**src/rtl/dmac_pkg.sv**
```systemverilog
package dmac_pkg;
  localparam int CTL_W   = 8;
  localparam int SEL_W   = 3;
  localparam int NSRC    = 1 << SEL_W;
  localparam int B_WORD  = 3;
  localparam int B_DEC   = 4;
  localparam int B_RPT   = 5;
  localparam int B_IE    = 6;
  localparam int B_EN    = 7;

  localparam logic [SEL_W-1:0] SRC_RXF = 3'd4;
  localparam logic [SEL_W-1:0] SRC_ADC = 3'd5;

  typedef enum logic [1:0] {ST_IDLE, ST_RD, ST_WR} xfer_st_e;

  function automatic logic src_inbound(input logic [SEL_W-1:0] s);
    return (s == SRC_RXF) || (s == SRC_ADC);
  endfunction
endpackage

```
**src/rtl/dmac_regs.sv**
```systemverilog
module dmac_regs
  import dmac_pkg::*;
#(
  parameter int AW = 16,
  parameter int CW = 16
) (
  input  logic             clk,
  input  logic             rst,
  input  logic             reg_wr,
  input  logic             reg_rd,
  input  logic [1:0]       reg_addr,
  input  logic [AW-1:0]    reg_wdata,
  output logic [AW-1:0]    reg_rdata,
  input  logic             xfer_done,
  output logic [AW-1:0]    mar,
  output logic [AW-1:0]    ioar,
  output logic [CW-1:0]    cnt,
  output logic [CTL_W-1:0] ctl,
  output logic             done_flag
);
  localparam logic [AW-1:0] STEP_B = AW'(1);
  localparam logic [AW-1:0] STEP_W = AW'(2);

  logic [AW-1:0] step;
  logic [AW-1:0] mar_next;
  logic          wr_mar, wr_ioar, wr_cnt, wr_ctl;

  assign step     = ctl[B_WORD] ? STEP_W : STEP_B;
  assign mar_next = ctl[B_DEC] ? (mar - step) : (mar + step);
  assign wr_mar   = reg_wr && (reg_addr == 2'd0);
  assign wr_ioar  = reg_wr && (reg_addr == 2'd1);
  assign wr_cnt   = reg_wr && (reg_addr == 2'd2);
  assign wr_ctl   = reg_wr && (reg_addr == 2'd3);

  always_ff @(posedge clk) begin
    if (rst) begin
      mar       <= '0;
      ioar      <= '0;
      cnt       <= '0;
      ctl       <= '0;
      done_flag <= 1'b0;
      reg_rdata <= '0;
    end else begin
      if (xfer_done) begin
        mar <= mar_next;
        cnt <= cnt - CW'(1);
        if (cnt == CW'(1)) begin
          ctl[B_EN] <= 1'b0;
          done_flag <= 1'b1;
        end
      end
      if (wr_mar)  mar  <= reg_wdata;
      if (wr_ioar) ioar <= reg_wdata;
      if (wr_cnt)  cnt  <= reg_wdata[CW-1:0];
      if (wr_ctl) begin
        ctl       <= reg_wdata[CTL_W-1:0];
        done_flag <= 1'b0;
      end
      if (reg_rd) begin
        case (reg_addr)
          2'd0:    reg_rdata <= mar;
          2'd1:    reg_rdata <= ioar;
          2'd2:    reg_rdata <= AW'(cnt);
          default: reg_rdata <= AW'(ctl);
        endcase
      end
    end
  end

  assert_count_step_R6: assert property (@(posedge clk) disable iff (rst)
    (xfer_done && !wr_cnt) |=> (cnt == $past(cnt) - CW'(1)));

  assert_last_clears_en_R6: assert property (@(posedge clk) disable iff (rst)
    (xfer_done && cnt == CW'(1) && !wr_ctl) |=> !ctl[B_EN]);

  assert_mar_step_R5: assert property (@(posedge clk) disable iff (rst)
    (xfer_done && !wr_mar) |=>
      (mar == ($past(ctl[B_DEC]) ? $past(mar) - ($past(ctl[B_WORD]) ? STEP_W : STEP_B)
                                 : $past(mar) + ($past(ctl[B_WORD]) ? STEP_W : STEP_B))));

  assert_ioar_fixed_R5: assert property (@(posedge clk) disable iff (rst)
    !wr_ioar |=> $stable(ioar));
endmodule

```
**src/rtl/dmac_req_sel.sv**
```systemverilog
module dmac_req_sel
  import dmac_pkg::*;
(
  input  logic             clk,
  input  logic             rst,
  input  logic [NSRC-1:0]  req_vec,
  input  logic [SEL_W-1:0] sel,
  input  logic             go_ok,
  input  logic             start,
  output logic             pend,
  output logic             inbound
);
  logic [NSRC-1:0] sel_hit;
  logic            hit;

  for (genvar i = 0; i < NSRC; i++) begin : g_src
    assign sel_hit[i] = req_vec[i] && (sel == SEL_W'(i));
  end

  assign hit     = |sel_hit;
  assign inbound = src_inbound(sel);

  always_ff @(posedge clk) begin
    if (rst)        pend <= 1'b0;
    else if (!go_ok) pend <= 1'b0;
    else if (hit)   pend <= 1'b1;
    else if (start) pend <= 1'b0;
  end

  assert_pend_needs_enable_R7: assert property (@(posedge clk) disable iff (rst)
    $rose(pend) |-> $past(go_ok));
endmodule

```
**src/rtl/dmac_xfer_fsm.sv**
```systemverilog
module dmac_xfer_fsm
  import dmac_pkg::*;
#(
  parameter int AW = 16,
  parameter int DW = 16
) (
  input  logic          clk,
  input  logic          rst,
  input  logic          pend,
  input  logic          go_ok,
  input  logic          inbound,
  input  logic          word,
  input  logic [AW-1:0] mar,
  input  logic [AW-1:0] ioar,
  output logic          start,
  output logic          xfer_done,
  output logic          bus_req,
  output logic          bus_we,
  output logic          bus_word,
  output logic [AW-1:0] bus_addr,
  output logic [DW-1:0] bus_wdata,
  input  logic          bus_ack,
  input  logic [DW-1:0] bus_rdata
);
  localparam int BW = DW / 2;

  xfer_st_e      st;
  logic [AW-1:0] dst_q;

  assign start     = (st == ST_IDLE) && pend && go_ok;
  assign xfer_done = (st == ST_WR) && bus_ack;

  always_ff @(posedge clk) begin
    if (rst) begin
      st        <= ST_IDLE;
      dst_q     <= '0;
      bus_req   <= 1'b0;
      bus_we    <= 1'b0;
      bus_word  <= 1'b0;
      bus_addr  <= '0;
      bus_wdata <= '0;
    end else begin
      case (st)
        ST_IDLE: if (start) begin
          st       <= ST_RD;
          bus_req  <= 1'b1;
          bus_we   <= 1'b0;
          bus_word <= word;
          bus_addr <= inbound ? ioar : mar;
          dst_q    <= inbound ? mar : ioar;
        end
        ST_RD: if (bus_ack) begin
          st        <= ST_WR;
          bus_we    <= 1'b1;
          bus_addr  <= dst_q;
          bus_wdata <= bus_word ? bus_rdata : {{(DW-BW){1'b0}}, bus_rdata[BW-1:0]};
        end
        default: if (bus_ack) begin
          st      <= ST_IDLE;
          bus_req <= 1'b0;
          bus_we  <= 1'b0;
        end
      endcase
    end
  end

  assert_single_pair_R2: assert property (@(posedge clk) disable iff (rst)
    (bus_req && bus_we && bus_ack) |=> !bus_req);

  assert_read_first_R2: assert property (@(posedge clk) disable iff (rst)
    $rose(bus_req) |-> !bus_we);
endmodule

```
**src/rtl/dma_chan_ctrl.sv**
```systemverilog
module dma_chan_ctrl
  import dmac_pkg::*;
#(
  parameter int AW = 16,
  parameter int CW = 16,
  parameter int DW = 16
) (
  input  logic          clk,
  input  logic          rst,
  input  logic          reg_wr,
  input  logic          reg_rd,
  input  logic [1:0]    reg_addr,
  input  logic [AW-1:0] reg_wdata,
  output logic [AW-1:0] reg_rdata,
  input  logic [2:0]    req_tmr,
  input  logic          req_txe,
  input  logic          req_rxf,
  input  logic          req_adc,
  input  logic          req_ext,
  output logic          bus_req,
  output logic          bus_we,
  output logic          bus_word,
  output logic [AW-1:0] bus_addr,
  output logic [DW-1:0] bus_wdata,
  input  logic          bus_ack,
  input  logic [DW-1:0] bus_rdata,
  output logic          irq
);
  logic [AW-1:0]    mar, ioar;
  logic [CW-1:0]    cnt;
  logic [CTL_W-1:0] ctl;
  logic             done_flag, xfer_done, start, pend, inbound, go_ok;
  logic [NSRC-1:0]  req_vec;

  assign req_vec = {1'b0, req_ext, req_adc, req_rxf, req_txe, req_tmr};
  assign go_ok   = ctl[B_EN] && !ctl[B_RPT] && (cnt != '0);
  assign irq     = done_flag && ctl[B_IE];

  dmac_regs #(.AW(AW), .CW(CW)) u_regs (
    .clk(clk), .rst(rst), .reg_wr(reg_wr), .reg_rd(reg_rd), .reg_addr(reg_addr),
    .reg_wdata(reg_wdata), .reg_rdata(reg_rdata), .xfer_done(xfer_done),
    .mar(mar), .ioar(ioar), .cnt(cnt), .ctl(ctl), .done_flag(done_flag)
  );

  dmac_req_sel u_sel (
    .clk(clk), .rst(rst), .req_vec(req_vec), .sel(ctl[SEL_W-1:0]),
    .go_ok(go_ok), .start(start), .pend(pend), .inbound(inbound)
  );

  dmac_xfer_fsm #(.AW(AW), .DW(DW)) u_fsm (
    .clk(clk), .rst(rst), .pend(pend), .go_ok(go_ok), .inbound(inbound),
    .word(ctl[B_WORD]), .mar(mar), .ioar(ioar), .start(start), .xfer_done(xfer_done),
    .bus_req(bus_req), .bus_we(bus_we), .bus_word(bus_word), .bus_addr(bus_addr),
    .bus_wdata(bus_wdata), .bus_ack(bus_ack), .bus_rdata(bus_rdata)
  );

  assert_src_addr_R3: assert property (@(posedge clk) disable iff (rst)
    $rose(bus_req) |-> (bus_addr == ($past(inbound) ? $past(ioar) : $past(mar))));

  assert_irq_off_R8: assert property (@(posedge clk) disable iff (rst)
    irq |-> !ctl[B_EN]);
endmodule

```
**config.mk**
```make
export PLATFORM = sky130hd
export DESIGN_NAME = dma_chan_ctrl
export DESIGN_NICKNAME = d
export VERILOG_FILES = /design/src/rtl/dmac_pkg.sv /design/src/rtl/dmac_regs.sv /design/src/rtl/dmac_req_sel.sv /design/src/rtl/dmac_xfer_fsm.sv /design/src/rtl/dma_chan_ctrl.sv
export SDC_FILE = /design/constraint.sdc
export NUM_CORES = 1
export LEC_CHECK = 0
export BUFFER_PORTS_ARGS = -buffer_cell sky130_fd_sc_hd__buf_2
export CAP_MARGIN = 20
export CORE_MARGIN = 2
export CORE_UTILIZATION = 45
export CTS_BUF_LIST = sky130_fd_sc_hd__clkbuf_16
export DETAILED_ROUTE_END_ITERATION = 12
export GPL_TIMING_DRIVEN = 0
export PLACE_DENSITY = 0.69
export SLEW_MARGIN = 0
export SYNTH_ARGS = -nofsm -noshare
export SYNTH_HDL_FRONTEND = slang
export SYNTH_SLANG_ARGS = --single-unit
```
**constraint.sdc**
```tcl
create_clock -name clk -period 4.6 [get_ports clk]
set_input_delay 0.46 -clock clk [delete_from_list [all_inputs] [get_ports clk]]
set_output_delay 0.46 -clock clk [all_outputs]
set_load 0.02 [all_outputs]
```
==> metrics.csv, run 1 <==
stage,metric,value,unit
run_status,status,completed,
setup_path,cp-end-kind,flip-flop,
power,cellPowerDensity,359,mW/mm²
placement,hpwlAfterDp,14700,µm
floorplan,start_util,45.6,%
clock_tree,path_clk_slew,60,ps
sta,setup_viol,0,
sta,rsz0062_at_grt,false,
global_routing,track_usage,24.1,%
floorplan,fp-row-count,44,
power,leakagePower,2.99,nW
floorplan,die_area,0.0155,mm²
sta,period_share,67.4,%
setup_path,endpoint,u_regs.mar[14]$_SDFFE_PP0P_,
final_layout,nNetsFinal,991,
floorplan,core_area,0.0144,mm²
global_routing,antenna_found_initial,0,
clock_tree,root_buffer,clkbuf_16,
sta,max_freq,323,MHz
synth,synthArstFlopShare,0,%
final_layout,area_growth_syn_to_layout,20.3,%
setup_path,crit_arrival,3390,ps
floorplan,fp.dieH,125,µm
sta,slew_headroom,48.1,%
synth,syn-mean-instance-area,8.07,µm²
sta,worst_pin_slew,778,ps
setup_path,reg2reg_from,u_regs.ctl[4]$_SDFFE_PP0P_,
sta,slew_viol_final,0,
clock_tree,cts_buffer_depth,2,
routing,drtAntennaViolNets,0,
synth,netlist_top_cells_count,"163 x nand2_1, 126 x dfxtp_1, 86 x a21oi_1, 86 x nor2_1, 45 x o21ai_0",
setup_path,critPathRequiredTime,4890,ps
synth,synth_cell_types,59,
job,maxCapViolCount,0,
final_layout,antenna_cells,0,
hold_path,hp-start,bus_rdata[2],
global_routing,grt_max_degree,18,
hold_path,hold_class,in2reg,
global_routing,grt_pass1_wl,29700,µm
synth,synth_cells,812,
clock_tree,cts_post_setup_buffers_inserted,0,
setup_path,ff2ff_setup_slack,1500,ps
global_routing,grt_pass1_vias,5695,
placement,routabilityCongestion,0.913,
clock_tree,tritoncts,yes,
synth,ys_ff_latch,126,
final_layout,drive_above_1_share,15.9,%
power,ir_worst_vdd,0.274,mV
synth,ys_seq_area_share,38.5,%
clock_tree,cts_made_buffers,17,
setup_path,critPathMaxFanout,17,
setup_path,worstSetupPathType,reg2reg,
setup_path,worst_r2r_endpoint,u_regs.mar[14]$_SDFFE_PP0P_,
routing,drt-pass1-iter-count,5,
clock_tree,cts_resized,0,
sta,finalHoldViolCount,0,
sta,finClkSkew,8.59,ps
clock_tree,cts_hold_buf,0,
setup_path,r2r_cells,8,
sta,fin_tns_setup,0,ps
clock_tree,cts_sinks,126,
setup_path,start_kind,flip-flop,
floorplan,pin_count,98,
synth,syn_area,0.00655,mm²
sta,period_minus_slack,3100,ps
routing,drt_wl_total,19200,µm
clock_tree,clkLatencyLatePin,420,ps
synth,ys.flop_type,dfxtp_1,
setup_path,startpoint,u_regs.ctl[4]$_SDFFE_PP0P_,
synth,synth_top_area_cell,dfxtp_1,
clock_tree,htree_num_levels,4,
synth,synth-edff-count,0,
synth,yosysMostFrequentCell,nand2_1,
synth,synth_warnings,0,
final_layout,fin_util,54.8,%
synth,synth_top_cell_area_share,38.5,%
global_routing,overflow,0,
routing,drt_drc_violations_left,0,
routing,num_vias,6326,
placement,port_buffers,95,
routing,via_per_inst,5.64,
routing,wl_per_cell,17.1,µm
synth,synthTopCellsByArea,"dfxtp_1 39%, nand2_1 9.3%, a21oi_1 6.6%, mux2i_1 5.3%, nor2_1 4.9%",
floorplan,die_w,125,µm
routing,detail_route.iter0.violations,508,
synth,syn-num-nets,877,
==> where the power goes <==
part           switching [mW]  leakage (nW)  total, mW  internal (mW)
registers              0.0368          1.02       1.15           1.12
clock network           0.489         0.299       1.44          0.947
logic                   0.145          1.67      0.239         0.0943
total                   0.671          2.99       2.83           2.16
==> metal layers <==
| metal | track usage, % | wire (µm) | up-vias |
|---|---|---|---|
| li1 | - | - | 3094 |
| met3 | 5.50 | 1580 | 32 |
| met2 | 39.0 | 8870 | 263 |
| met4 | 9.45 | 383 | 0 |
| met5 | 0 | 0 | - |
| met1 | 31.3 | 8410 | 2937 |
==> critical path, stage by stage (launching register included) <==
cell and delay (ps):
dfxtp_1 820, nand2_1 210, fa_1 460, nor2b_1 220, o2111ai_1 180, a211oi_1 550, o32ai_1 210, xor2_1 200
o22ai_1 100
==> layout by cell type, fill, tap and decap left out, drive strengths merged, types with 2 or more instances in the layout <==
master	netlist	layout
bufinv	0	5
nor2b	5	5
a21o	6	6
clkinvlp	0	2
nor2	88	88
o21a	3	3
nor4	6	6
mux2i	35	35
or4	2	2
nand2b	4	4
buf	13	108
a311oi	22	22
and2	6	6
clkbuf	42	59
a221oi	2	2
nor3	13	13
xnor2	15	15
inv	9	9
mux4	9	9
and3	3	3
dfxtp	126	126
ha	18	18
clkinv	0	7
xor2	7	7
a21oi	86	86
or3	6	6
a211oi	27	27
nand3	15	15
o22ai	5	5
nand2	163	163
a22oi	6	6
o21ai	45	45
nand3b	6	6
o211ai	4	4
==> cell type report <==
type	count	area [µm²]
clock inverters	14	199
fillers	1368	6490
flip-flops and latches	126	2520
multi-input cells	620	3740
inverters	9	33.8
plain buffers	57	248
clock buffers	17	425
repair buffers	95	475
well taps	184	230
==> per-stage QoR <==
stage / cell area [µm²] / cells / worst slack (ps) / total power [mW] / hold WS [ps]
after floorplan: 6550 / 812 / 2250 / 1.32 / 442
after global placement: 7250 / 1091 / 1630 / 1.41 / 436
after detailed placement: 7250 / 1091 / 1580 / 1.41 / 442
after CTS: 7880 / 1122 / 1550 / 2.84 / 269
after global routing: 7880 / 1122 / 1320 / 2.92 / 274
final: 7880 / 1122 / 1500 / 2.83 / 276
==> worst min path at each step <==
| stage | cells after the start | slack [ps] | endpoint |
|---|---|---|---|
| finish | 3 | 280 | u_fsm.bus_wdata[2]$_SDFFE_PP0P_ |
| global route | 3 | 270 | u_fsm.bus_wdata[7]$_SDFFE_PP0P_ |
| CTS | 3 | 270 | u_fsm.bus_wdata[2]$_SDFFE_PP0P_ |
| detailed placement | 2 | 440 | u_fsm.bus_wdata[15]$_SDFFE_PP0P_ |
| global placement | 2 | 440 | u_fsm.bus_addr[4]$_SDFFE_PP0P_ |
| floorplan | 2 | 440 | u_regs.ctl[6]$_SDFFE_PP0P_ |
==> cell families after synthesis <==
kind of cell | count (synthesis) | synth area share (%)
buffers and inverters | 66 | 4.30
adder cells (fa/ha/maj) | 19 | 3.74
AND/OR/NAND/NOR | 321 | 21.9
XOR/XNOR | 22 | 2.94
multiplexers | 44 | 8.50
AO/OA/AOI/OAI | 214 | 20.1
flip-flops | 126 | 38.5
==> registers in the layout (all words and copies together), names as in the netlist, 2 cells and up <==
register          count
u_fsm.bus_wdata      16
u_regs.ctl            8
u_fsm.dst_q          16
u_fsm.st              2
u_regs.cnt           16
u_regs.reg_rdata     16
u_fsm.bus_addr       16
u_regs.mar           16
u_regs.ioar          16
No activity file was read; power rests on OpenSTA's default activity.
==> run 2, diff against run 1 <==
--- a/config.mk
+++ b/config.mk
@@ -12,7 +12,7 @@
 export CTS_BUF_LIST = sky130_fd_sc_hd__clkbuf_16
 export DETAILED_ROUTE_END_ITERATION = 12
 export GPL_TIMING_DRIVEN = 0
-export PLACE_DENSITY = 0.69
+export PLACE_DENSITY = 0.72
 export SLEW_MARGIN = 0
 export SYNTH_ARGS = -nofsm -noshare
 export SYNTH_HDL_FRONTEND = slang
==> constraint.sdc (replaced) <==
create_clock -name clk -period 2.5 [get_ports clk]
set_input_delay 0.25 -clock clk [delete_from_list [all_inputs] [get_ports clk]]
set_output_delay 0.25 -clock clk [all_outputs]
set_load 0.02 [all_outputs]
==> metrics.csv, run 2 (synthesized netlist as in run 1, its figures left out) <==
stage,metric,value,unit,change
run_status,status,completed,,unchanged
hold_path,hold_class,in2reg,,unchanged
sta,slew_headroom,49.6,%,was 48.1%
floorplan,die_area,0.0155,mm²,unchanged
routing,drt_drc_violations_left,0,,unchanged
clock_tree,path_clk_slew,60,ps,about the same
clock_tree,root_buffer,clkbuf_16,,unchanged
power,cellPowerDensity,641,mW/mm²,was 359 mW/mm²
routing,drt_wl_total,19200,µm,about the same
clock_tree,cts_hold_buf,0,,unchanged
global_routing,antenna_found_initial,0,,unchanged
clock_tree,clkLatencyLatePin,420,ps,about the same
hold_path,hp-start,bus_rdata[5],,was bus_rdata[2]
setup_path,cp-end-kind,flip-flop,,unchanged
placement,port_buffers,95,,unchanged
final_layout,nNetsFinal,996,,was 991
setup_path,critPathMaxFanout,4,,was 17
sta,finalHoldViolCount,0,,unchanged
routing,num_vias,6315,,"was 6,326"
placement,place_ws,-510,ps,was 1580 ps
sta,fin_tns_setup,0,ps,unchanged
final_layout,drive_above_1_share,17.1,%,was 15.9%
global_routing,overflow,0,,unchanged
hold_path,worstHoldEndpoint,u_fsm.bus_wdata[5]$_SDFFE_PP0P_,,was u_fsm.bus_wdata[2]$_SDFFE_PP0P_
setup_path,critPathRequiredTime,2780,ps,was 4890 ps
sta,max_freq,410,MHz,was 323 MHz
sta,period_minus_slack,2440,ps,was 3100 ps
sta,finClkSkew,9.55,ps,was 8.59 ps
floorplan,core_area,0.0144,mm²,unchanged
global_routing,grt_pass1_vias,5957,,"was 5,695"
hold_path,min_path_cells,3,,unchanged
routing,via_per_inst,5.60,,was 5.64
routing,wl_per_cell,17.0,µm,was 17.1 µm
setup_path,worstSetupPathType,reg2reg,,unchanged
power,power.net_switching,1.21,mW,was 0.671 mW
power,switching_share,23.9,%,was 23.7%
setup_path,worst_r2r_endpoint,u_regs.mar[14]$_SDFFE_PP0P_,,unchanged
setup_path,ff2ff_setup_slack,60,ps,was 1500 ps
setup_path,r2r_cells,10,,was 8
final_layout,mostFrequentLayoutCell,nand2_1,,unchanged
routing,drtAntennaViolNets,0,,unchanged
clock_tree,htree_num_levels,4,,unchanged
sta,hold-worst-slack,65.9,ps,was 276 ps
placement,hpwlAfterDp,14600,µm,"was 14,700 µm"
floorplan,die_w,125,µm,unchanged
floorplan,fp.dieH,125,µm,unchanged
sta,layout_setup_ws,62.6,ps,was 1500 ps
placement,routabilityCongestion,0.946,,was 0.913
routing,detail_route.iter0.violations,448,,was 508
global_routing,grt_max_degree,18,,unchanged
final_layout,antenna_cells,0,,unchanged
clock_tree,cts_buffer_depth,2,,unchanged
power,ir_worst_vdd,0.513,mV,was 0.274 mV
final_layout,final_cell_mix,"163 x nand2_1, 123 x dfxtp_1, 100 x buf_2",,"was 163 x nand2_1, 126 x dfxtp_1, 99 x buf_2"
sta,worst_pin_slew,756,ps,was 778 ps
setup_path,cp_slowest_cell,fa_1,,was dfxtp_1
floorplan,start_util,45.6,%,unchanged
setup_path,start_kind,flip-flop,,unchanged
power,seq_power_share,41.8,%,was 40.8%
floorplan,fp-row-count,44,,unchanged
power,pwr-share-comb,8.9,%,was 8.5%
global_routing,grt_pass1_wl,30400,µm,"was 29,700 µm"
clock_tree,tritoncts,yes,,unchanged
final_layout,area_growth_syn_to_layout,21.1,%,was 20.3%
sta,period_share,97.5,%,was 67.4%
power,clockPowerShare,49.3,%,was 50.7%
sta,slew_viol_final,0,,unchanged
setup_path,cp_cell_sequence,inv_1 -> ha_1 -> fa_1 -> nor2b_2 -> o2111ai_2 -> a211oi_2 -> buf_4 -> o32ai_1 -> xor2_1 -> o22ai_1,,was nand2_1 -> fa_1 -> nor2b_1 -> o2111ai_1 -> a211oi_1 -> o32ai_1 -> xor2_1 -> o22ai_1
setup_path,crit_arrival,2720,ps,was 3390 ps
global_routing,track_usage,24.5,%,was 24.1%
setup_path,reg2reg_from,u_regs.ctl[3]$_SDFFE_PP0P_,,was u_regs.ctl[4]$_SDFFE_PP0P_
clock_tree,cts_sinks,126,,unchanged
clock_tree,cts_made_buffers,17,,unchanged
job,maxCapViolCount,0,,unchanged
floorplan,pin_count,98,,unchanged
sta,setup_viol,0,,unchanged
setup_path,max_stage_delay,410,ps,was 820 ps
power,internal_power,3.87,mW,was 2.16 mW
routing,drt-pass1-iter-count,6,,was 5
power,leakagePower,3.05,nW,was 2.99 nW
[run 2: changes by cell type in the layout (fill, tap and decap cells not counted), moves of 2 or more]
cell and delta:
buf_4 +4, o21ai_0 -2, dfxtp_2 +2, clkinvlp_4 -2
inv_1 +5, clkbuf_1 -2, o21ai_1 +2, dfxtp_1 -3
[run 2: area by class of cell]
cell class / instances / area, µm²
fillers: 1354 / 6440
multi-input cells: 620 / 3770
flip-flops and latches: 126 / 2530
repair buffers: 100 / 526
clock buffers: 17 / 425
plain buffers: 57 / 250
well taps: 184 / 230
clock inverters: 15 / 164
inverters: 9 / 33.8
[run 2: layer usage]
layer  global-route usage, %  vias to the layer above  share of wire [%]
li1                        -                     3118                  -
met2                    38.9                      277                 46
met1                    31.6                     2875                 44
met5                       0                        -                  0
met3                    6.70                       45                8.2
met4                    9.98                        0                2.6
[run 2: how the worst max path moves through the flow]
stage,cells past startpoint,endpoint,slack (ps),start
2_1_floorplan,8,u_regs.mar[12]$_SDFFE_PP0P_,150,u_regs.ctl[4]$_SDFFE_PP0P_
3_3_place_gp,8,u_regs.mar[14]$_SDFFE_PP0P_,-500,u_regs.ctl[4]$_SDFFE_PP0P_
3_5_place_dp,8,u_regs.mar[14]$_SDFFE_PP0P_,-510,u_regs.ctl[4]$_SDFFE_PP0P_
4_1_cts,9,u_regs.mar[8]$_SDFFE_PP0P_,10,u_regs.mar[0]$_SDFFE_PP0P_
5_1_grt,10,u_regs.mar[12]$_SDFFE_PP0P_,-5,u_regs.ctl[3]$_SDFFE_PP0P_
6_report,10,u_regs.mar[14]$_SDFFE_PP0P_,60,u_regs.ctl[3]$_SDFFE_PP0P_
[run 2: repair_timing]
| item | 4_1_cts | 5_1_grt |
|---|---|---|
| pin swaps | 1 | 2 |
| cloned | 0 | 0 |
| resized for setup | 4 | 15 |
| buffers inserted | 1 | 4 |
| setup endpoints to repair | 7 | 38 |
[run 2: critical path, delay by kind of cell (launching register included)]
kind	cells	cell delay [ps]
adders and majority gates	2	630
AOI/OAI and AO/OA	4	610
DFF	1	390
buffers and inverters	2	250
xor gates and xnor gates	1	220
and+or+nand+nor	1	190
[run 2: per-stage QoR]
stage | total power [mW] | utilization, % | cells | cell area, µm²
after floorplan | 2.43 | - | 812 | 6550
after global placement | 2.59 | 50.5 | 1091 | 7250
after detailed placement | 2.60 | 50.5 | 1091 | 7250
after CTS | 5.08 | 54.7 | 1124 | 7860
after global routing | 5.25 | 55.2 | 1128 | 7930
final | 5.08 | 55.2 | 1128 | 7930
[run 2: power groups by stage]
stage / logic, mW / registers, mW / clock network, mW
2_1_floorplan: 0.281 / 2.15 / 0
3_3_place_gp: 0.428 / 2.16 / 0
3_5_place_dp: 0.433 / 2.16 / 0
4_1_cts: 0.436 / 2.12 / 2.52
5_1_grt: 0.491 / 2.13 / 2.63
6_report: 0.454 / 2.12 / 2.50
==> run 3, diff against run 2 <==
--- a/config.mk
+++ b/config.mk
@@ -5,6 +5,7 @@
 export SDC_FILE = /design/constraint.sdc
 export NUM_CORES = 1
 export LEC_CHECK = 0
+export ABC_AREA = 1
 export BUFFER_PORTS_ARGS = -buffer_cell sky130_fd_sc_hd__buf_2
 export CAP_MARGIN = 20
 export CORE_MARGIN = 2
==> metrics.csv, run 3 <==
stage,metric,value,unit,change
run_status,status,completed,,unchanged
routing,wl_per_cell,16.3,µm,was 17.0 µm
clock_tree,tritoncts,yes,,unchanged
clock_tree,cts_resized,1,,was 4
sta,worst_pin_slew,869,ps,was 756 ps
sta,setup_viol,0,,unchanged
final_layout,layout.cells.non_filler,1390,,"was 1,128"
routing,drt_wl_total,22700,µm,"was 19,200 µm"
floorplan,die_area,0.0166,mm²,was 0.0155 mm²
sta,slew_viol_final,0,,unchanged
setup_path,critPathMaxFanout,4,,unchanged
global_routing,antenna_found_initial,0,,unchanged
clock_tree,cts_sinks,126,,unchanged
floorplan,fp.dieH,129,µm,was 125 µm
floorplan,core_area,0.0152,mm²,was 0.0144 mm²
final_layout,multi_input_area,0.00375,mm²,was 0.00377 mm²
placement,dp.cells,1358,,"was 1,091"
power,power,5.24,mW,was 5.08 mW
sta,hold-worst-slack,76.7,ps,was 65.9 ps
synth,synthTopCellsByArea,"dfxtp_1 36%, nand2_1 15%, a21oi_1 7.8%, o21ai_0 6.8%, inv_1 6.7%",,"was dfxtp_1 39%, nand2_1 9.3%, a21oi_1 6.6%, mux2i_1 5.3%, nor2_1 4.9%"
global_routing,grt_pass1_vias,6834,,"was 5,957"
setup_path,cp_slowest_cell,dfxtp_1,,was fa_1
setup_path,cp_common_cell,nand3_1,,
floorplan,fp-row-count,45,,was 44
synth,synthArstFlopShare,0,%,unchanged
synth,yosysMostFrequentCell,nand2_1,,unchanged
routing,detail_route.iter0.violations,831,,was 448
final_layout,area_growth_syn_to_layout,18.8,%,was 21.1%
routing,drt_drc_violations_left,0,,unchanged
routing,num_vias,7723,,"was 6,315"
final_layout,final_cell_area,0.00834,mm²,was 0.00793 mm²
setup_path,crit_family,adder cells,,unchanged
synth,synthAdderAreaFrac,3.49,%,was 3.74%
setup_path,cp_num_buf_inv,2,,unchanged
floorplan,start_util,46.2,%,was 45.6%
synth,syn_area,0.00702,mm²,was 0.00655 mm²
placement,routabilityCongestion,1.01,,was 0.946
final_layout,final_cell_mix,"290 x nand2_1, 128 x inv_1, 125 x dfxtp_1",,"was 163 x nand2_1, 123 x dfxtp_1, 100 x buf_2"
setup_path,max_stage_delay,470,ps,was 410 ps
synth,synth_top_area_cell,dfxtp_1,,unchanged
sta,period_minus_slack,2190,ps,was 2440 ps
synth,synth_cell_types,36,,was 59
sta,finClkSkew,8.84,ps,was 9.55 ps
sta,fin_tns_setup,0,ps,unchanged
placement,port_buffers,95,,unchanged
clock_tree,htree_num_levels,4,,unchanged
clock_tree,cts_post_setup_buffers_inserted,0,,was 1
sta,slew_headroom,41.8,%,was 49.6%
final_layout,fillers,1528,,"was 1,354"
clock_tree,path_clk_slew,60,ps,about the same
setup_path,crit_arrival,2470,ps,was 2720 ps
placement,place_ws,-22.5,ps,was -510 ps
synth,synth_top_family_by_area,simple AND/OR/NAND/NOR gates,,unchanged
power,cellPowerDensity,628,mW/mm²,was 641 mW/mm²
routing,via_per_inst,5.56,,was 5.60
job,maxCapViolCount,0,,unchanged
placement,hpwlAfterDp,17300,µm,"was 14,600 µm"
global_routing,track_usage,27.4,%,was 24.5%
synth,ys.flop_type,dfxtp_1,,unchanged
final_layout,mostFrequentLayoutCell,nand2_1,,unchanged
synth,synthMuxAreaShare,0,%,was 8.50%
global_routing,grt_max_degree,17,,was 18
synth,syn-num-nets,1140,,was 877
setup_path,cp_cell_sequence,inv_1 -> ha_1 -> fa_1 -> inv_1 -> nand3_1 -> nand3_1 -> a21oi_1 -> or2_2 -> nand3_1 -> a21oi_1,,was inv_1 -> ha_1 -> fa_1 -> nor2b_2 -> o2111ai_2 -> a211oi_2 -> buf_4 -> o32ai_1 -> xor2_1 -> o22ai_1
final_layout,nNetsFinal,1254,,was 996
synth,synth_top_cell_area_share,35.9,%,was 38.5%
clock_tree,cts_hold_buf,0,,unchanged
power,leakagePower,3.77,nW,was 3.05 nW
clock_tree,clkLatencyLatePin,420,ps,about the same
synth,ys_ff_latch,126,,unchanged
final_layout,antenna_cells,0,,unchanged
global_routing,grt_pass1_wl,35400,µm,"was 30,400 µm"
setup_path,critPathRequiredTime,2780,ps,about the same
setup_path,worstSetupPathType,reg2reg,,unchanged
hold_path,hold_class,in2reg,,unchanged
synth,synth_cells,1075,,was 812
final_layout,seq_area,0.00253,mm²,about the same
clock_tree,cts_buffer_depth,2,,unchanged
sta,rsz0062_at_grt,false,,
routing,drtAntennaViolNets,0,,unchanged
sta,finalHoldViolCount,0,,unchanged
power,ir_worst_vdd,0.511,mV,was 0.513 mV
setup_path,start_kind,flip-flop,,unchanged
sta,period_share,87.5,%,was 97.5%
global_routing,overflow,0,,unchanged
final_layout,fin_util,54.9,%,was 55.2%
sta,max_freq,457,MHz,was 410 MHz
synth,yosys.area_share.simple,29.6,%,was 21.9%
clock_tree,cts_made_buffers,17,,unchanged
final_layout,drive_above_1_share,13.6,%,was 17.1%
synth,synth-edff-count,0,,unchanged
floorplan,die_w,129,µm,was 125 µm
clock_tree,root_buffer,clkbuf_16,,unchanged
synth,ys_seq_area_share,35.9,%,was 38.5%
synth,synth_xor_xnor_area_share,1.50,%,was 2.94%
synth,netlist_top_cells_count,"290 x nand2_1, 126 x dfxtp_1, 126 x inv_1",,"was 163 x nand2_1, 126 x dfxtp_1, 86 x a21oi_1, 86 x nor2_1, 45 x o21ai_0"
sta,layout_setup_ws,311,ps,was 62.6 ps
setup_path,cp-end-kind,flip-flop,,unchanged
floorplan,pin_count,98,,unchanged
synth,syn-mean-instance-area,6.53,µm²,was 8.07 µm²
routing,drt-pass1-iter-count,5,,was 6
placement,placed_area,0.00773,mm²,was 0.00725 mm²
synth,synth_warnings,0,,unchanged
synth,synth_compound_area_share,18.8,%,was 20.1%
## run 3: changes by cell type after synthesis, moves of 23 or more
cell      delta
nand2_1    +127
inv_1      +117
nand3_1     +67
o21ai_0     +50
mux2i_1     -35
a211oi_1    -25
nor2_1      -25
a21oi_1     +23
## run 3: report_power, final
part / internal, mW / switching (mW) / leakage (nW)
registers: 2.05 / 0.0523 / 1.02
clock network: 1.64 / 0.923 / 0.300
logic: 0.175 / 0.394 / 2.45
## run 3: final cells by class
cell class / count / share of cell area (%)
Clock inverter: 15 / 2.14
Sequential cell: 126 / 30.3
Multi-Input combinational cell: 761 / 44.9
Inverter: 134 / 6.03
Clock buffer: 17 / 5.10
Tap cell: 188 / 2.82
Buffer: 54 / 3.03
Timing Repair Buffer: 95 / 5.70
## run 3: layer usage
| layer | track usage, % | vias to the layer above | part of all wire (%) |
|---|---|---|---|
| met2 | 44.1 | 406 | 44 |
| li1 | - | 3772 | - |
| met3 | 5.74 | 67 | 9.8 |
| met4 | 9.91 | 0 | 3.7 |
| met1 | 36.4 | 3478 | 42 |
| met5 | 0 | - | 0 |
## run 3: final timing paths
| check | cells past startpoint | start | slack (ps) | endpoint |
|---|---|---|---|---|
| worst max-delay path | 10 | u_regs.ctl[3]$_SDFFE_PP0P_ | 310 | u_regs.mar[8]$_SDFFE_PP0P_ |
| worst min-delay path | 3 | bus_rdata[3] | 80 | u_fsm.bus_wdata[3]$_SDFFE_PP0P_ |
| worst max register to register | 10 | u_regs.ctl[3]$_SDFFE_PP0P_ | 310 | u_regs.mar[8]$_SDFFE_PP0P_ |
| worst min register to register | 2 | u_fsm.dst_q[1]$_SDFFE_PP0P_ | 460 | u_fsm.dst_q[1]$_SDFFE_PP0P_ |
## run 3: logic make-up after synthesis
kind of cell,Yosys count
AO/OA/AOI/OAI,248
XOR/XNOR,12
AND/OR/NAND/NOR,482
buffers and inverters,188
flip-flops,126
adder cells (fa/ha/maj),19
## run 3: worst min-delay path, stage by stage
cell	delay (ps)
buf_2	90
nand2_1	50
a21oi_1	50
